**config.mk**
```make
export PLATFORM = sky130hd
export DESIGN_NAME = pwr_mode_seq
export DESIGN_NICKNAME = d
export VERILOG_FILES = /design/src/rtl/pwr_mode_pkg.sv /design/src/rtl/pwr_sync.sv /design/src/rtl/pwr_edge_det.sv /design/src/rtl/pwr_sat_cnt.sv /design/src/rtl/pwr_out_dec.sv /design/src/rtl/pwr_mode_seq.sv
export SDC_FILE = /design/constraint.sdc
export NUM_CORES = 1
export LEC_CHECK = 0
export ABC_CLOCK_PERIOD_IN_PS = 1350
export BUFFER_PORTS_ARGS = -buffer_cell sky130_fd_sc_hd__buf_4
export CAP_MARGIN = 20
export CELL_PAD_IN_SITES_DETAIL_PLACEMENT = 0
export CELL_PAD_IN_SITES_GLOBAL_PLACEMENT = 1
export CORE_AREA = 4 4 59 55
export CTS_CLUSTER_SIZE = 24
export DETAILED_ROUTE_END_ITERATION = 10
export DIE_AREA = 0 0 63 59
export MAX_ROUTING_LAYER = met4
export PLACE_DENSITY = 0.74
export SETUP_SLACK_MARGIN = 0.3
export SLEW_MARGIN = 15
export SYNTH_ARGS = -nofsm -noshare
export SYNTH_HDL_FRONTEND = slang
export SYNTH_SLANG_ARGS = --single-unit
```
**constraint.sdc**
```tcl
create_clock -name clk -period 1.35 [get_ports clk]
set_input_delay 0.27 -clock clk [delete_from_list [all_inputs] [get_ports clk]]
set_output_delay 0.27 -clock clk [all_outputs]
set_load 0.02 [all_outputs]
```
**src/rtl/pwr_mode_pkg.sv**
```systemverilog
package pwr_mode_pkg;
  typedef enum logic [1:0] {
    MODE_START = 2'b00,
    MODE_SAVE  = 2'b01,
    MODE_RUN   = 2'b10
  } mode_t;

  typedef enum logic [1:0] {
    REF_OFF  = 2'b00,
    REF_LOW  = 2'b01,
    REF_HIGH = 2'b10
  } ref_cls_t;

  typedef struct packed {
    logic     hv_gen;
    ref_cls_t ref_cls;
    logic     ref_sink;
    logic     prot_tmr;
    logic     ocp;
    logic     drv;
  } ctrl_t;
endpackage

```
**src/rtl/pwr_sync.sv**
```systemverilog
module pwr_sync #(
  parameter int W      = 2,
  parameter int STAGES = 2
) (
  input  logic         clk,
  input  logic         rst_n,
  input  logic [W-1:0] d,
  output logic [W-1:0] q
);
  logic [W-1:0] stg [STAGES];

  for (genvar g = 0; g < STAGES; g++) begin : g_stage
    if (g == 0) begin : g_first
      always_ff @(posedge clk or negedge rst_n)
        if (!rst_n) stg[g] <= '0;
        else        stg[g] <= d;
    end else begin : g_next
      always_ff @(posedge clk or negedge rst_n)
        if (!rst_n) stg[g] <= '0;
        else        stg[g] <= stg[g-1];
    end
  end

  assign q = stg[STAGES-1];
endmodule

```
**src/rtl/pwr_edge_det.sv**
```systemverilog
module pwr_edge_det (
  input  logic clk,
  input  logic rst_n,
  input  logic d,
  output logic rise,
  output logic fall,
  output logic any
);
  logic d_q;

  always_ff @(posedge clk or negedge rst_n)
    if (!rst_n) d_q <= 1'b0;
    else        d_q <= d;

  assign rise = d & ~d_q;
  assign fall = ~d & d_q;
  assign any  = d ^ d_q;
endmodule

```
**src/rtl/pwr_sat_cnt.sv**
```systemverilog
module pwr_sat_cnt #(
  parameter int LIMIT = 10
) (
  input  logic clk,
  input  logic rst_n,
  input  logic clr,
  input  logic inc,
  output logic at_limit
);
  localparam int CW = $clog2(LIMIT + 1);
  localparam logic [CW-1:0] LIM = CW'(LIMIT);

  logic [CW-1:0] cnt;

  always_ff @(posedge clk or negedge rst_n)
    if (!rst_n)                  cnt <= '0;
    else if (clr)                cnt <= '0;
    else if (inc && cnt != LIM)  cnt <= cnt + 1'b1;

  assign at_limit = (cnt == LIM);
endmodule

```
**src/rtl/pwr_out_dec.sv**
```systemverilog
module pwr_out_dec
  import pwr_mode_pkg::*;
(
  input  mode_t mode,
  input  logic  hv_save,
  output ctrl_t ctrl
);
  always_comb begin
    ctrl = '0;
    unique case (mode)
      MODE_START: begin
        ctrl.hv_gen   = 1'b1;
        ctrl.ref_cls  = REF_OFF;
        ctrl.ref_sink = 1'b1;
      end
      MODE_SAVE: begin
        ctrl.hv_gen  = hv_save;
        ctrl.ref_cls = REF_LOW;
      end
      MODE_RUN: begin
        ctrl.ref_cls  = REF_HIGH;
        ctrl.prot_tmr = 1'b1;
        ctrl.ocp      = 1'b1;
        ctrl.drv      = 1'b1;
      end
      default: ctrl = '0;
    endcase
  end
endmodule

```
**src/rtl/pwr_mode_seq.sv**
```systemverilog
module pwr_mode_seq
  import pwr_mode_pkg::*;
#(
  parameter int SAVE_DWELL  = 10,
  parameter int IDLE_LIMIT  = 100,
  parameter int SYNC_STAGES = 2
) (
  input  logic       clk,
  input  logic       rst_n,
  input  logic       vcc_on_i,
  input  logic       vcc_below_save_i,
  input  logic       vcc_below_refoff_i,
  input  logic       ref_good_i,
  input  logic       lo_gate_i,
  input  logic       hi_gate_i,
  output logic [1:0] mode_o,
  output logic       hv_gen_en_o,
  output logic [1:0] ref_mode_o,
  output logic       ref_sink_en_o,
  output logic       prot_tmr_en_o,
  output logic       ocp_en_o,
  output logic       drv_en_o
);
  logic [1:0] gate_s;
  logic lo_rise, lo_fall, lo_edge;
  logic hi_rise, hi_fall, hi_any;
  logic dwell_done, idle_done;
  logic hv_save;
  mode_t mode_q, mode_d;
  ctrl_t ctrl;

  pwr_sync #(.W(2), .STAGES(SYNC_STAGES)) u_sync (
    .clk(clk), .rst_n(rst_n), .d({hi_gate_i, lo_gate_i}), .q(gate_s)
  );

  pwr_edge_det u_lo_edge (
    .clk(clk), .rst_n(rst_n), .d(gate_s[0]),
    .rise(lo_rise), .fall(lo_fall), .any(lo_edge)
  );

  pwr_edge_det u_hi_edge (
    .clk(clk), .rst_n(rst_n), .d(gate_s[1]),
    .rise(hi_rise), .fall(hi_fall), .any(hi_any)
  );

  pwr_sat_cnt #(.LIMIT(SAVE_DWELL)) u_dwell (
    .clk(clk), .rst_n(rst_n),
    .clr(mode_q != MODE_SAVE), .inc(mode_q == MODE_SAVE),
    .at_limit(dwell_done)
  );

  pwr_sat_cnt #(.LIMIT(IDLE_LIMIT)) u_idle (
    .clk(clk), .rst_n(rst_n),
    .clr(mode_q != MODE_RUN || lo_edge), .inc(mode_q == MODE_RUN),
    .at_limit(idle_done)
  );

  always_comb begin
    mode_d = mode_q;
    unique case (mode_q)
      MODE_START:
        if (vcc_on_i) mode_d = MODE_SAVE;
      MODE_SAVE:
        if (vcc_below_refoff_i)                       mode_d = MODE_START;
        else if (dwell_done && ref_good_i && hi_fall) mode_d = MODE_RUN;
      MODE_RUN:
        if (vcc_below_refoff_i)          mode_d = MODE_START;
        else if (idle_done && !lo_edge)  mode_d = MODE_SAVE;
      default: mode_d = MODE_START;
    endcase
  end

  always_ff @(posedge clk or negedge rst_n)
    if (!rst_n) mode_q <= MODE_START;
    else        mode_q <= mode_d;

  // startup generator hysteresis while in save
  always_ff @(posedge clk or negedge rst_n)
    if (!rst_n)                    hv_save <= 1'b0;
    else if (mode_q != MODE_SAVE)  hv_save <= 1'b0;
    else if (vcc_on_i)             hv_save <= 1'b0;
    else if (vcc_below_save_i)     hv_save <= 1'b1;

  pwr_out_dec u_dec (.mode(mode_q), .hv_save(hv_save), .ctrl(ctrl));

  assign mode_o        = mode_q;
  assign hv_gen_en_o   = ctrl.hv_gen;
  assign ref_mode_o    = ctrl.ref_cls;
  assign ref_sink_en_o = ctrl.ref_sink;
  assign prot_tmr_en_o = ctrl.prot_tmr;
  assign ocp_en_o      = ctrl.ocp;
  assign drv_en_o      = ctrl.drv;
endmodule

```
== Word-level counts from Yosys, hierarchy flattened ==
Index checks and enable logic that the tools add are counted.
Storage, ports and cells
  register bits: 20
Operators by class
  equality and inequality tests: 11
  bitwise gates (word level): 3
  $add $sub $neg: 2
  muxes and demuxes: 17
  reductions and logical operators: 12
Operator list (number)
  $mux 7: 2
  $mux 2: 5
  $mux 4: 2
  $add 7x1->7 const B: 1
  $eq 7x7->1 const B: 1
  $ne 7x7->1 const B: 1
  $ne 3x3->1 const B: 2
  $pmux 2 s3: 1
  $logic_and 1x1->1: 5
  $add 4x1->4 const B: 1
  $eq 4x4->1 const B: 1
  $mux 1: 4
  $ne 2x2->1 const B: 2
  $ne 4x4->1 const B: 1
  $pmux 2 s2: 1
  $reduce_bool 2->1: 2
  $mux 3: 1
  $reduce_and 3->1: 1
  $reduce_bool 3->1: 1
  $eq 2x1->1 const B: 1
  $eq 2x2->1 const B: 1
  $logic_not 2->1: 1
  $ne 2x1->1 const B: 1
  $pmux 1 s2: 1
  other kinds (5): 5

== Logic depth before layout (Yosys ltp) ==
  depth after elaboration: 6
  gate-level depth with buffers: 6

== By module ==
Synthesis repeated with hierarchy kept, for this count alone.
Unflattened totals
  cell total of the unflattened synthesis: 113
  area, all modules: 1126.1 um^2
Modules (own cells, without submodules)
  pwr_sat_cnt at u_idle: cells an instance 46, sequential area each 175.2 um^2, instances 1, area each 430.4 um^2
  pwr_sat_cnt at u_dwell: cells an instance 23, sequential area each 100.1 um^2, instances 1, area each 231.5 um^2
  pwr_mode_seq: cells an instance 18, sequential area each 75.1 um^2, instances 1, area each 176.4 um^2
  pwr_edge_det: cells an instance 6, sequential area each 25.0 um^2, instances 2, area each 61.3 um^2
  pwr_sync: cells an instance 6, sequential area each 100.1 um^2, instances 1, area each 115.1 um^2
  pwr_out_dec: cells an instance 8, sequential area each 0.0 um^2, instances 1, area each 50.0 um^2

== Worst setup path before layout ==
Ideal clock, no wire load.
  path kind: register to register
  start: register mode_q[0] (netlist: mode_o[0])
  end: register u_idle.cnt[0]
  path buffers: 0
  path slack: -0.007 ns
  arrival time: 1.270 ns
  library setup time: 0.086 ns
  required time: 1.264 ns
  cell stages (with the launch flop): 4
  path through: dfrtp_1 > and2b_1 > nand2_1 > nor3_1
On the way
  longest elaborated chain between the ends: 3
  elaborated cells on any way between the ends: 6
  those cells by class: eq/ne: 2; mux: 1; reduce/logical: 3
Ends and longest elaborated chain
  start, declared: RTL line pwr_mode_seq.sv:29  | mode_t mode_q, mode_d;
  start signal, assigned: RTL line pwr_mode_seq.sv:75  | else mode_q <= mode_d;
  $ne 2x2->1 / $eq 2x2->1 (equally long branches): RTL line pwr_mode_seq.sv:54  | .clr(mode_q != MODE_RUN || lo_edge), .inc(mode_q == MODE_RUN),
  $logic_or 1x1->1 / $logic_and 1x1->1 (equally long branches): RTL line pwr_mode_seq.sv:54, pwr_sat_cnt.sv:18
  $mux 7 / $reduce_bool 2->1 (equally long branches)
  end signal, assigned: RTL line pwr_sat_cnt.sv:18  | else if (inc && cnt != LIM) cnt <= cnt + 1'b1;
  end, declared: RTL line pwr_sat_cnt.sv:13  | logic [CW-1:0] cnt;
Several ways; a longest one is shown, not always the timed one.
A chain may end at the register's enable or synchronous reset.

== Final worst setup path ==
  start: register mode_q[0] (netlist: mode_o[0])
  end: output ocp_en_o
On the way
  longest elaborated chain between the ends: 2
Ends and longest elaborated chain
  $eq 2x2->1: RTL line pwr_out_dec.sv:10  | unique case (mode)
  $mux 3: RTL line pwr_out_dec.sv:10
  end, declared: RTL line pwr_mode_seq.sv:21  | output logic ocp_en_o,
No other way between the ends.

==> metrics <==
Pwr Total=approximately 1.3 mW; Vias per Instance=between 5 and 6; clk buf depth=2; Synth top cells by count=dfrtp_1, nand2_1, nor2_1; pin count of the biggest net entering global routing=21; DP Cell Count=~140; post-route insts no fill=163; leakage power=roughly 0.65 nW; post-synth top area cell=dfrtp_1; vias=831; cts bufs inserted=3; Slew Viols, Final=0; worst slew pin tran=0.449 ns; CP Capture Type=primary output; Main synth FF type=dfrtp_1; critical path type=flop to primary output; count of unique library cells instantiated by Yosys=27; final WL=about 2400 um; CTS tree=yes; required time worst endpoint=between 1 and 1.5 ns; # IOs=17; GRT Util Overall=0.149; # port buffers=16; most instantiated library cell after synthesis=dfrtp_1; antenna violations before repair=0; Hold Vio Cnt, Final=0; Max Freq=0.700 GHz; Die X=about 63 um; DR WL/cell=14.4 um; failing checks=negative setup slack; Worst VDD drop=0.000563 V; Clk Latency, worst-skew pair=roughly 0.31 ns; Max-Cap Viols=0; Final HPWL DP=1380 um; antenna-violating nets left=0; antenna cells=0; EDFF count, synth=0; flops & latches, synth=20; Synth Instances=92; share of the synthesized area in the top cell type=0.535; fin crit share=1.06; Setup violations, final=9; Initial Util=0.349; Data arrival, critical path=around 1.2 ns; core area=~2700 um2; Syn-to-layout area delta=70.3%; Startpoint Class=flop; Worst Hold Class=input pin to flop; Max transition margin=0.699; Layout Skew=~0.0084 ns; layout cell share with drive strength beyond 1=0.632; RSZ-0062 raised after global routing=true; H-tree depth=1; initial drt markers=7; clock slew at reported path FFs=0.12 ns; 1st-pass router iterations=4; Synth warnings=0; first-pass GRT wire length=roughly 4200 um; Final WS setup=-0.0785 ns; Cell Area, Synth=slightly above 900 um2; Post-synth ARST share=1.00; residual DRC count=0; sequential share of the synthesized area=0.535; Final GP Congestion=0.835; Syn Area/Cell=~10 um2; Cell Rows=18; root buffer cell=clkbuf_4; Clock Sinks=20; Power Dens Cells=between 800 and 900 nW/um2; fin crit period=1.43 ns; post-route cell area=roughly 1600 um2; Mapped Nets=roughly 100; top cells by area, synth=dfrtp_1, ha_1, a21oi_1; grt total ovfl=0; vias in the first global route=between 900 and 1000; status=finished with violations; Die ar.=3720 um2; critical-path maximum fanout=4; Placement Cell Area=between 1000 and 1500 um2; Final nets=146; die height=59 um
## state kept, by name, indices dropped and copies added (netlist names)
register / cells
u_hi_edge.d_q: 1
u_dwell.cnt: 4
hv_save: 1
u_sync.stg: 2
u_lo_edge.d_q: 1
mode_o: 2
u_idle.cnt: 7
u_sync.q: 2
## layer usage
metal  vias up  wire, um  GRT usage
li1        395         -          -
met1       401      1010      0.164
met2        24      1150      0.247
met3        11        91     0.0361
met4         0        93     0.0943
met5         -         0          -
## critical path, stage by stage (launching register included)
cell	delay [ns]
dfrtp_2	0.44
and2b_4	0.28
buf_6	0.12
## per-stage QoR
stage / hold slack [ns] / worst slack [ns] / util / TNS, ns
after detailed placement: 0.166 / -0.0356 / 0.425 / -0.0529
after global routing: 0.0342 / -0.142 / 0.595 / -1.25
after floorplan: -0.0256 / 0.0417 / - / 0
after global placement: 0.162 / 0.0435 / 0.425 / 0
final: 0.0505 / -0.0785 / 0.595 / -0.565
after CTS: 0.0452 / -0.109 / 0.546 / -0.725
## power by group
| group | internal (mW) | leakage [nW] | switching [mW] |
|---|---|---|---|
| clock network | 0.116 | 0.0150 | 0.193 |
| logic | 0.177 | 0.376 | 0.151 |
| registers | 0.632 | 0.257 | 0.0269 |
## layout make-up
type,count,area [um2]
clock buffers,4,26.3
well taps,30,37.5
fillers,215,1090
inverters,6,22.5
flip-flops and latches,20,504
multi-input cells,63,617
repair buffers,40,387
## cell usage in the layout (no fill, tap or decap), types with 3 or more instances in the layout
cell      count
inv_2         4
nand3_2       3
a21oi_2       6
buf_6        17
nand2_1       8
nor2_1        6
ha_4          4
buf_4        20
nor3_2        4
dfrtp_2       3
clkbuf_4      3
dfrtp_1      17
## path summary, 6_finish.rpt
kind | slack [ns] | start | end | cells after the start
setup / recovery | -0.08 | mode_o[0]$_DFFE_PN0P_ | ocp_en_o | 2
min in group asynchronous | 0.35 | rst_n | u_idle.cnt[6]$_DFFE_PN0P_ | 2
setup reg to reg | -0.06 | u_idle.cnt[0]$_DFFE_PN0P_ | mode_o[1]$_DFFE_PN0P_ | 5
max in group asynchronous | 0.77 | rst_n | u_dwell.cnt[1]$_DFFE_PN0P_ | 2
hold reg to reg | 0.36 | u_sync.stg[3]$_DFF_PN0_ | u_sync.q[1]$_DFF_PN0_ | 0
hold / removal | 0.05 | lo_gate_i | u_sync.stg[2]$_DFF_PN0_ | 1
## what timing repair did
action / CTS / global route
setup buffers: 11 / 6
hold endpoints to repair: 20 / 0
resized for setup: 44 / 19
setup endpoints to repair: 21 / 22
pin swaps: 12 / 7
hold buffers: 1 / 0
## cell families (layout without fill, tap and decap cells)
| family | after synthesis | count (layout) | share of synthesized area |
|---|---|---|---|
| AO/OA/AOI/OAI | 15 | 15 | 0.100 |
| XOR/XNOR | 4 | 4 | 0.0374 |
| adder cells (fa/ha/maj) | 4 | 4 | 0.0535 |
| buffers and inverters | 9 | 50 | 0.0521 |
| flip-flops | 20 | 20 | 0.535 |
| AND/OR/NAND/NOR | 40 | 40 | 0.222 |
Note: power is estimated with default switching activity, not from simulation.
